`src/rtl/spi_dec_pkg.sv`:
```
package spi_dec_pkg;
  localparam int BYTE_W   = 8;
  localparam int REG_W    = 2 * BYTE_W;
  localparam int ADDR_W   = 4;
  localparam int FUNC_W   = 4;
  localparam int TIMING_W = REG_W - 3;
  localparam int PINF_W   = 2;
  localparam int FILTER_W = REG_W - PINF_W;
  localparam int NUM_THR  = 4;
  localparam int THR_BASE = 8;

  localparam logic [ADDR_W-1:0] A_CFG0 = 4'hC;
  localparam logic [ADDR_W-1:0] A_CFG1 = 4'hD;
  localparam logic [ADDR_W-1:0] A_CFG2 = 4'hE;

  typedef enum logic [1:0] {
    XS_HDR = 2'd0,
    XS_HI  = 2'd1,
    XS_LO  = 2'd2
  } xfer_state_e;
endpackage

```
`src/rtl/spi_xfer_seq.sv`:
```
module spi_xfer_seq
  import spi_dec_pkg::*;
(
  input  logic                clk,
  input  logic                rst,
  input  logic                sel_i,
  input  logic                rx_valid_i,
  input  logic [BYTE_W-1:0]   rx_byte_i,
  input  logic [REG_W-1:0]    shadow_val_i,
  output xfer_state_e         state_o,
  output logic                tx_valid_o,
  output logic [BYTE_W-1:0]   tx_byte_o,
  output logic                cmd_go_o,
  output logic [FUNC_W-1:0]   cmd_func_o,
  output logic                cmd_prec_o,
  output logic                cmd_en_o,
  output logic                soft_rst_o,
  output logic                wr_go_o,
  output logic [REG_W-1:0]    wr_data_o,
  output logic                rd_go_o,
  output logic [ADDR_W-1:0]   addr_o,
  output logic                pd_flag_o
);
  xfer_state_e       state_q;
  logic              is_rd_q;
  logic [BYTE_W-1:0] hi_q;
  logic [REG_W-1:0]  shadow_q;

  assign state_o = state_q;

  always_ff @(posedge clk) begin
    if (rst) begin
      state_q    <= XS_HDR;
      is_rd_q    <= 1'b0;
      hi_q       <= '0;
      shadow_q   <= '0;
      tx_valid_o <= 1'b0;
      tx_byte_o  <= '0;
      cmd_go_o   <= 1'b0;
      cmd_func_o <= '0;
      cmd_prec_o <= 1'b0;
      cmd_en_o   <= 1'b0;
      soft_rst_o <= 1'b0;
      wr_go_o    <= 1'b0;
      wr_data_o  <= '0;
      rd_go_o    <= 1'b0;
      addr_o     <= '0;
      pd_flag_o  <= 1'b0;
    end else begin
      tx_valid_o <= 1'b0;
      cmd_go_o   <= 1'b0;
      soft_rst_o <= 1'b0;
      wr_go_o    <= 1'b0;
      rd_go_o    <= 1'b0;
      if (rd_go_o) shadow_q <= shadow_val_i;
      if (!sel_i) begin
        state_q <= XS_HDR;
      end else if (rx_valid_i) begin
        tx_valid_o <= 1'b1;
        tx_byte_o  <= '0;
        unique case (state_q)
          XS_HDR: begin
            if (rx_byte_i[7]) begin
              if (rx_byte_i[1]) begin
                soft_rst_o <= 1'b1;
              end else begin
                cmd_go_o   <= 1'b1;
                cmd_func_o <= rx_byte_i[6:3];
                cmd_prec_o <= rx_byte_i[2];
                cmd_en_o   <= ~rx_byte_i[0];
              end
            end else if (rx_byte_i != '0) begin
              addr_o    <= rx_byte_i[6:3];
              pd_flag_o <= rx_byte_i[1];
              is_rd_q   <= rx_byte_i[0];
              rd_go_o   <= rx_byte_i[0];
              hi_q      <= '0;
              state_q   <= XS_HI;
            end
          end
          XS_HI: begin
            if (is_rd_q) tx_byte_o <= shadow_q[REG_W-1:BYTE_W];
            else         hi_q      <= rx_byte_i;
            state_q <= XS_LO;
          end
          XS_LO: begin
            if (is_rd_q) begin
              tx_byte_o <= shadow_q[BYTE_W-1:0];
            end else begin
              wr_go_o   <= 1'b1;
              wr_data_o <= {hi_q, rx_byte_i};
            end
            state_q <= XS_HDR;
          end
          default: state_q <= XS_HDR;
        endcase
      end
    end
  end
endmodule

```
`src/rtl/spi_cfg_regs.sv`:
```
module spi_cfg_regs
  import spi_dec_pkg::*;
#(
  parameter logic [REG_W-1:0] THR_HI_RST = 16'h0FFF,
  parameter logic [REG_W-1:0] THR_LO_RST = 16'h0000,
  parameter logic [REG_W-1:0] CFG1_MASK  = 16'h0F07
) (
  input  logic                           clk,
  input  logic                           rst,
  input  logic                           soft_rst_i,
  input  logic                           cmd_go_i,
  input  logic [FUNC_W-1:0]              cmd_func_i,
  input  logic                           cmd_prec_i,
  input  logic                           cmd_en_i,
  input  logic                           wr_go_i,
  input  logic [ADDR_W-1:0]              wr_addr_i,
  input  logic [REG_W-1:0]               wr_data_i,
  input  logic                           busy_i,
  output logic [NUM_THR-1:0][REG_W-1:0]  thr_o,
  output logic [FUNC_W-1:0]              func_o,
  output logic                           prec_o,
  output logic                           en_o,
  output logic                           host_o,
  output logic [TIMING_W-1:0]            timing_o,
  output logic [REG_W-1:0]               cfg1_o,
  output logic [PINF_W-1:0]              pinf_o,
  output logic [FILTER_W-1:0]            filter_o,
  output logic                           abort_o
);
  logic clr;
  logic wr_cfg0, wr_cfg1, wr_cfg2;
  logic [REG_W-1:0] thr_q [NUM_THR];

  assign clr     = rst | soft_rst_i;
  assign wr_cfg0 = wr_go_i && (wr_addr_i == A_CFG0);
  assign wr_cfg1 = wr_go_i && (wr_addr_i == A_CFG1);
  assign wr_cfg2 = wr_go_i && (wr_addr_i == A_CFG2);

  for (genvar g = 0; g < NUM_THR; g++) begin : g_thr
    localparam logic [REG_W-1:0] RST_V = (g % 2 == 0) ? THR_HI_RST : THR_LO_RST;
    localparam logic [ADDR_W-1:0] MY_A = ADDR_W'(THR_BASE + g);
    always_ff @(posedge clk) begin
      if (clr)                              thr_q[g] <= RST_V;
      else if (wr_go_i && wr_addr_i == MY_A) thr_q[g] <= wr_data_i;
    end
    assign thr_o[g] = thr_q[g];
  end

  always_ff @(posedge clk) begin
    if (clr) begin
      func_o   <= '0;
      prec_o   <= 1'b0;
      en_o     <= 1'b0;
      host_o   <= 1'b0;
      timing_o <= '0;
      cfg1_o   <= '0;
      pinf_o   <= '0;
      filter_o <= '0;
      abort_o  <= 1'b0;
    end else begin
      abort_o <= wr_cfg0 && wr_data_i[14] && busy_i;
      if (cmd_go_i) begin
        func_o <= cmd_func_i;
        prec_o <= cmd_prec_i;
        en_o   <= cmd_en_i;
      end
      if (wr_cfg0) begin
        host_o   <= wr_data_i[15];
        en_o     <= ~wr_data_i[14];
        prec_o   <= wr_data_i[13];
        timing_o <= wr_data_i[TIMING_W-1:0];
      end
      if (wr_cfg1) cfg1_o <= wr_data_i & CFG1_MASK;
      if (wr_cfg2) begin
        pinf_o   <= wr_data_i[REG_W-1:FILTER_W];
        filter_o <= wr_data_i[FILTER_W-1:0];
      end
    end
  end
endmodule

```
`src/rtl/spi_rd_mux.sv`:
```
module spi_rd_mux
  import spi_dec_pkg::*;
(
  input  logic [ADDR_W-1:0]              addr_i,
  input  logic [NUM_THR-1:0][REG_W-1:0]  thr_i,
  input  logic                           pen_down_i,
  input  logic                           busy_i,
  input  logic                           prec_i,
  input  logic [TIMING_W-1:0]            timing_i,
  input  logic [REG_W-1:0]               cfg1_i,
  input  logic [PINF_W-1:0]              pinf_i,
  input  logic [FILTER_W-1:0]            filter_i,
  input  logic [REG_W-1:0]               ext_i,
  output logic [REG_W-1:0]               val_o
);
  always_comb begin
    val_o = ext_i;
    if (addr_i >= ADDR_W'(THR_BASE) && addr_i < ADDR_W'(THR_BASE + NUM_THR))
      val_o = thr_i[addr_i[$clog2(NUM_THR)-1:0]];
    else if (addr_i == A_CFG0)
      val_o = {pen_down_i, ~busy_i, prec_i, timing_i};
    else if (addr_i == A_CFG1)
      val_o = cfg1_i;
    else if (addr_i == A_CFG2)
      val_o = {pinf_i, filter_i};
  end
endmodule

```
`src/rtl/spi_byte_decoder.sv`:
```
module spi_byte_decoder
  import spi_dec_pkg::*;
#(
  parameter logic [15:0] THR_HI_RST = 16'h0FFF,
  parameter logic [15:0] THR_LO_RST = 16'h0000,
  parameter logic [15:0] CFG1_MASK  = 16'h0F07
) (
  input  logic         clk,
  input  logic         rst,
  input  logic         sel_i,
  input  logic         rx_valid_i,
  input  logic [7:0]   rx_byte_i,
  output logic         tx_valid_o,
  output logic [7:0]   tx_byte_o,
  output logic         rd_strobe_o,
  output logic [3:0]   rd_addr_o,
  input  logic [15:0]  rd_data_i,
  input  logic         pen_down_i,
  input  logic         busy_i,
  output logic         pd_flag_o,
  output logic         cmd_strobe_o,
  output logic         soft_reset_o,
  output logic [3:0]   conv_func_o,
  output logic         conv_prec_o,
  output logic         sense_en_o,
  output logic         abort_o,
  output logic         host_mode_o,
  output logic [12:0]  timing_o,
  output logic [15:0]  cfg1_o,
  output logic [1:0]   pin_func_o,
  output logic [13:0]  filter_o,
  output logic [15:0]  aux_hi_o,
  output logic [15:0]  aux_lo_o,
  output logic [15:0]  temp_hi_o,
  output logic [15:0]  temp_lo_o
);
  xfer_state_e                  state;
  logic                         cmd_go, soft_rst, wr_go, rd_go, cmd_prec, cmd_en;
  logic [FUNC_W-1:0]            cmd_func;
  logic [REG_W-1:0]             wr_data, rd_val;
  logic [ADDR_W-1:0]            addr;
  logic [NUM_THR-1:0][REG_W-1:0] thr;

  spi_xfer_seq u_seq (
    .clk(clk), .rst(rst), .sel_i(sel_i), .rx_valid_i(rx_valid_i),
    .rx_byte_i(rx_byte_i), .shadow_val_i(rd_val), .state_o(state),
    .tx_valid_o(tx_valid_o), .tx_byte_o(tx_byte_o), .cmd_go_o(cmd_go),
    .cmd_func_o(cmd_func), .cmd_prec_o(cmd_prec), .cmd_en_o(cmd_en),
    .soft_rst_o(soft_rst), .wr_go_o(wr_go), .wr_data_o(wr_data),
    .rd_go_o(rd_go), .addr_o(addr), .pd_flag_o(pd_flag_o)
  );

  spi_cfg_regs #(
    .THR_HI_RST(THR_HI_RST), .THR_LO_RST(THR_LO_RST), .CFG1_MASK(CFG1_MASK)
  ) u_regs (
    .clk(clk), .rst(rst), .soft_rst_i(soft_rst), .cmd_go_i(cmd_go),
    .cmd_func_i(cmd_func), .cmd_prec_i(cmd_prec), .cmd_en_i(cmd_en),
    .wr_go_i(wr_go), .wr_addr_i(addr), .wr_data_i(wr_data), .busy_i(busy_i),
    .thr_o(thr), .func_o(conv_func_o), .prec_o(conv_prec_o), .en_o(sense_en_o),
    .host_o(host_mode_o), .timing_o(timing_o), .cfg1_o(cfg1_o),
    .pinf_o(pin_func_o), .filter_o(filter_o), .abort_o(abort_o)
  );

  spi_rd_mux u_mux (
    .addr_i(addr), .thr_i(thr), .pen_down_i(pen_down_i), .busy_i(busy_i),
    .prec_i(conv_prec_o), .timing_i(timing_o), .cfg1_i(cfg1_o),
    .pinf_i(pin_func_o), .filter_i(filter_o), .ext_i(rd_data_i), .val_o(rd_val)
  );

  assign rd_strobe_o  = rd_go;
  assign rd_addr_o    = addr;
  assign cmd_strobe_o = cmd_go;
  assign soft_reset_o = soft_rst;
  assign aux_hi_o     = thr[0];
  assign aux_lo_o     = thr[1];
  assign temp_hi_o    = thr[2];
  assign temp_lo_o    = thr[3];
endmodule

```
`config.mk`:
```
export PLATFORM = sky130hd
export DESIGN_NAME = spi_byte_decoder
export DESIGN_NICKNAME = d
export VERILOG_FILES = /design/src/rtl/spi_dec_pkg.sv /design/src/rtl/spi_xfer_seq.sv /design/src/rtl/spi_cfg_regs.sv /design/src/rtl/spi_rd_mux.sv /design/src/rtl/spi_byte_decoder.sv
export SDC_FILE = /design/constraint.sdc
export NUM_CORES = 1
export LEC_CHECK = 0
export ABC_AREA = 0
export BUFFER_PORTS_ARGS = -buffer_cell sky130_fd_sc_hd__buf_2
export CORE_UTILIZATION = 40
export DETAILED_ROUTE_END_ITERATION = 6
export SLEW_MARGIN = 20
export SYNTH_ARGS = -nofsm -noshare
export SYNTH_HDL_FRONTEND = slang
export SYNTH_SLANG_ARGS = --single-unit
```
`constraint.sdc`:
```
create_clock -name clk -period 3.8 [get_ports clk]
set_clock_uncertainty 0.2 [all_clocks]
set_input_delay 0.38 -clock clk [delete_from_list [all_inputs] [get_ports clk]]
set_output_delay 0.38 -clock clk [all_outputs]
set_load 0.02 [all_outputs]
```
Word-level counts from Yosys, hierarchy flattened
Memories as Yosys holds them, arrays and structs flattened.
Cells that the tools add are included.
Word-level totals
  memories kept: 1
  bits of input ports: 30
  RAM bits: 64
  output and inout port bits: 134
  logic and storage cells: 123
  bits in registers: 111
Cells by class
  bitwise operators: 16
  order comparisons: 3
  reductions and logical operators: 24
  muxes and demuxes: 42
  equality and inequality tests: 12
Memory list
  u_regs.thr_q: words 4, width 16, read ports 4, clocked after memory_dff 0, write ports 4, line spi_cfg_regs.sv:32  | logic [REG_W-1:0] thr_q [NUM_THR];
Operators by type and width (count)
  2-to-1 mux 16 bit: 9
  2-to-1 mux 8 bit: 5
  binary-select mux 16 bit (select 2 bit): 1
  case mux 8 bit (2 select lines): 2
  == test 4 bit, second input constant: 7
  2-to-1 mux 1 bit: 22
  NOT 1 bit: 11
  logical AND 1 bit: 10
  AND reduction 5 bit: 2
  nonzero test 8 bit: 1
  AND reduction 6 bit: 1
  OR reduction 6 bit: 1
  bitwise OR 1 bit: 5
  OR reduction 5 bit: 1
  >= comparator 4 bit, second input constant: 1
  < comparator 4 bit, second input constant: 1
  2-to-1 mux 2 bit: 2
  != test 2 bit, second input constant: 2
  case mux 2 bit (2 select lines): 1
  AND reduction 4 bit: 1
  nonzero test 2 bit: 2
  OR reduction 4 bit: 1
  < comparator 2 x 3 -> 1 bit, second input constant: 1
  AND reduction 3 bit: 1
  other kinds (6): 6

Depth between registers and ports, before layout
  depth in word-level cells: 6
  mapped depth: 9
  depth with buffers taken out: 6

Cells and area by module
From an unflattened synthesis, not the netlist that was laid out.
Second synthesis, totals
  cell total of the unflattened synthesis: 790
  area, all modules: 8156.6 sq um
By module, submodules not included
  spi_cfg_regs: seq. area each 2802.7 sq um, cells an instance 328, instances 1, area each 4205.3 sq um
  spi_xfer_seq: seq. area each 1341.3 sq um, cells an instance 274, instances 1, area each 2617.5 sq um
  spi_rd_mux: seq. area each 0.0 sq um, cells an instance 188, instances 1, area each 1333.8 sq um

Worst setup path before layout
OpenSTA, ideal clock, no wires.
  path kind: register to register
  start point: register u_seq.addr_o[1]
  end point: memory u_regs.thr_q[0][0] (netlist bit), enable pin
  cell stages (with the launch flop): 5
  required time: 3.186 ns
  setup time: 0.414 ns
  clock period less this slack: 2.879 ns
  slack: 0.921 ns
  arrival: 2.265 ns
  path buffers: 3
  cell sequence: dfxtp_1 > buf_4 > buf_2 > buf_2 > o31ai_1
RTL lines
  start, declared: line spi_xfer_seq.sv:21  | output logic [ADDR_W-1:0] addr_o,
  start signal, assigned: line spi_xfer_seq.sv:73  | addr_o <= rx_byte_i[6:3];
  end, declared: line spi_cfg_regs.sv:32

Final worst setup path
  start point: register u_seq.addr_o[1]
  end point: register u_regs.filter_o[3]
On the way
  longest elaborated chain between the ends: 2
Ends and longest elaborated chain
  == test 4 bit: line spi_cfg_regs.sv:37  | assign wr_cfg2 = wr_go_i && (wr_addr_i == A_CFG2);
  logical AND 1 bit: line spi_cfg_regs.sv:37
  end signal, assigned: line spi_cfg_regs.sv:76  | filter_o <= wr_data_i[FILTER_W-1:0];
  end, declared: line spi_cfg_regs.sv:27  | output logic [FILTER_W-1:0] filter_o,
Every way passes these cells.
A chain may end at the register's enable or synchronous reset.

==> reports/metrics.csv <==
stage,metric,value,unit
yosys,post-synthesis compound-gate area fraction,15.1,%
clock_network,post-CTS sizing,0,
run_status,outcome,"complete, no violations",
sta,"Period Utilization, post-route",72.0,%
global_route,vias in the first global route,5840,
routing,wire per inst,19.8,um
yosys,adder-cell share of the synthesized area,0.482,%
critical_path,Worst Setup End Kind,register,
critical_path,CP max stage cell,dfxtp_2,
global_route,grt ovf,0,
global_route,gr usage total,23.7,%
global_route,antenna violations before repair,0,
hold_path,min-delay worst type,input pin to register,
yosys,number of flops mapped to enable cells by yosys,64,
yosys,post-synthesis mux area share,7.19,%
power_and_ir_drop,Tot Pwr,3.79,mW
routing,number of remaining DRC errors,0,
job,MaxCap Viol Count,0,
power_and_ir_drop,NetSw,886,uW
critical_path,critical path class,register to register,
yosys,largest family of logic cells by synthesized area,simple AND/OR/NAND/NOR gates,
critical_path,CP max FO,28,
routing,Via density,5.35,
critical_path,CP max stage delay,0.83,ns
power_and_ir_drop,sw frac,23.3,%
clock_network,latest clock arrival within the worst-skew pair,0.43,ns
yosys,Synth area leaders,"dfxtp_1, edfxtp_1, mux2i_1",
yosys,Post-synth top flop,dfxtp_1,
critical_path,WP buf/inv,0,
clock_network,postcts setup bufs,0,
power_and_ir_drop,Comb pwr share,6.3,%
sta,worst-margin pin slew,1.01,ns
sta,Peak Freq,366,MHz
yosys,post-synthesis xor/xnor area fraction,0,%
routing,detailed router's first-iteration violation count,485,
clock_network,CTS tree,done,
power_and_ir_drop,Clk pwr share,41.3,%
routing,WL final,23.7,mm
critical_path,Worst Path Required,3.95,ns
placed_design,Post-DP HPWL,16.9,mm
routing,Routed Antenna Nets,0,
critical_path,CP Launch Type,register,
final_layout,ANT cells,0,
clock_network,"Hold-fix buffers, CTS",0,
yosys,Unique masters post-synth,57,
clock_network,CTS max path bufs,2,
power_and_ir_drop,Max VDD drop,0.317,mV
sta,Max-slew headroom,32.7,%
yosys,sequential area share after synthesis,53.2,%
floorplanning,Core ar.,0.0189,sq mm
clock_network,total CTS buffers,17,
critical_path,crit-path cells,nand2b_1 -> nor2_2 -> nand2_1 -> a21oi_1,
clock_network,Worst-path clk slew,0.07,ns
yosys,Mean Syn Cell Area,9.74,sq um
final_layout,share of cells above drive strength 1,22.5,%
floorplanning,Die ar.,0.0200,sq mm
power_and_ir_drop,Pwr Density,413,mW/mm^2
floorplanning,num ports,164,
yosys,Yosys warnings,0,
power_and_ir_drop,Leak,3.30,nW
power_and_ir_drop,Reg power frac,52.4,%
yosys,Async SR Flop Fraction,0,%
clock_network,clock root buffer,clkbuf_16,
final_layout,Area Overhead vs Synth,18.0,%
sta,endpoints failing setup,0,
floorplanning,Die Span Y,142,um
sta,setup_tns,0,ns
routing,first-pass iteration count of the detailed router,4,
floorplanning,Die W,142,um
sta,fin. max-slew vios,0,
clock_network,CTS Sinks,175,
critical_path,"CP delay by family, top",simple AND/OR/NAND/NOR gates,
critical_path,CP arrival,2.88,ns
yosys,synthesized cell area,0.00779,sq mm
floorplanning,Initial Util,41.2,%
sta,RSZ-0062 raised after global routing,no,
routing,total number of vias,6420,
global_route,largest net degree at the start of global routing,65,
placed_design,Port Buffers,154,
yosys,Simple-Gate Fraction of Synth Area,18.8,%
sta,Final Hold Violating Endpoints,0,
placed_design,routability cong.,0.810,
final_layout,Final Net Count,959,
yosys,leading area contributor after synthesis,dfxtp_1,
power_and_ir_drop,P_int,2.91,mW
clock_network,htree depth,4,
floorplanning,Rows,50,
yosys,share of the synthesized area in the top cell type,28.5,%
global_route,first-pass GRT wire length,35.1,mm
yosys,Seq cells post-synth,175,
sta,fin crit period,2.73,ns
yosys,Gate Count Post-Synth,800,
-- cell families (layout without fill, tap and decap cells) --
kind of cell             after synthesis  after routing
AO/OA/AOI/OAI                        185            185
adder cells (fa/ha/maj)                3              3
buffers and inverters                 83            214
flip-flops                           175            175
multiplexers                          56             56
other                                  1              9
AND/OR/NAND/NOR                      297            297
-- layout by cell type, fill, tap and decap left out, types with 9 or more instances in the layout --
master       n
nand2_1    121
or3_1       13
edfxtp_1    64
mux2i_1     56
a22oi_1     12
clkbuf_16   17
o21ai_0     25
dfxtp_1    110
nor2_1      46
buf_2      154
buf_4       12
inv_1       16
conb_1       9
a21oi_1     84
nand3_1     16
nand2b_1    25
and2_1      40
-- synth_stat cells (all sizes together), types with 8 or more instances --
cell type and count:
buf 42, edfxtp 64, inv 16, dfxtp 111, nor2 48, nand3 17
or3 13, a21oi 84, a22oi 12, mux2i 56, nand2b 25, o21ai 32
clkbuf 25, nand4 8, a22o 8, nand2 122, and2 40
-- state kept, by name, indices dropped and copies added (netlist names), 2 cells and up --
register          cells
u_regs.cfg1_o         7
u_seq.cmd_func_o      4
u_regs.filter_o      14
u_seq.shadow_q       16
u_seq.tx_byte_o       8
u_regs.thr_q         64
u_regs.func_o         4
u_regs.pinf_o         2
u_seq.wr_data_o      16
u_regs.timing_o      13
u_seq.state_o         2
u_seq.addr_o          4
u_seq.hi_q            8
-- worst paths after layout --
| check | endpoint | slack (ns) | cells past startpoint | startpoint |
|---|---|---|---|---|
| worst max-delay path | u_regs.filter_o[3]$_SDFFE_PN0P_ | 1.07 | 4 | u_seq.addr_o[1]$_SDFFE_PP0P_ |
| worst min-delay path | u_regs.abort_o$_SDFF_PN0_ | 0.05 | 3 | busy_i |
| worst max register to register | u_regs.filter_o[3]$_SDFFE_PN0P_ | 1.07 | 4 | u_seq.addr_o[1]$_SDFFE_PP0P_ |
| worst min register to register | u_seq.wr_data_o[11]$_SDFFE_PP0P_ | 0.25 | 2 | u_seq.hi_q[3]$_SDFFE_PP0P_ |
-- tightest hold or removal path, delay by kind of cell --
family / cells / cell delay, ns
buffers and inverters: 1 / 0.13
AND/OR/NAND/NOR: 2 / 0.12
-- power by group through the flow --
| stage | clock [mW] | sequential [mW] | combinational, mW |
|---|---|---|---|
| final | 1.57 | 1.99 | 0.239 |
| after global routing | 1.67 | 1.99 | 0.256 |
| after CTS | 1.59 | 1.99 | 0.238 |
| after detailed placement | 0 | 2.03 | 0.237 |
| after global placement | 0 | 2.03 | 0.237 |
| after floorplan | 0 | 2.04 | 0.137 |
-- layer usage --
| metal | share of wire [%] | track usage [%] | vias up |
|---|---|---|---|
| li1 | - | - | 3058 |
| met1 | 46 | 33.4 | 3087 |
| met2 | 45 | 36.3 | 248 |
| met3 | 7.0 | 4.96 | 27 |
| met5 | 0 | 0 | - |
| met4 | 1.7 | 7.70 | 0 |
-- per-stage QoR --
stage               utilization (%)  cells  setup WS (ns)  instance area [sq um]  hold slack [ns]
floorplan                         -    808          0.921                   7820            0.228
finish                         48.7   1199           1.07                   9190           0.0547
global route                   48.7   1199          0.894                   9190           0.0570
detailed placement             45.9   1167           1.02                   8670            0.247
global placement               45.9   1167           1.07                   8670            0.238
CTS                            48.7   1199           1.13                   9190           0.0354
-- layout make-up --
type                    count  area, sq um
repair buffers            166          861
clock inverters             7         38.8
clock buffers              25          480
multi-input cells         550         3280
flip-flops and latches    175         4150
inverters                  16         60.1
fillers                  1845         9700
well taps                 260          325
Power figures use the tool's default switching activity.
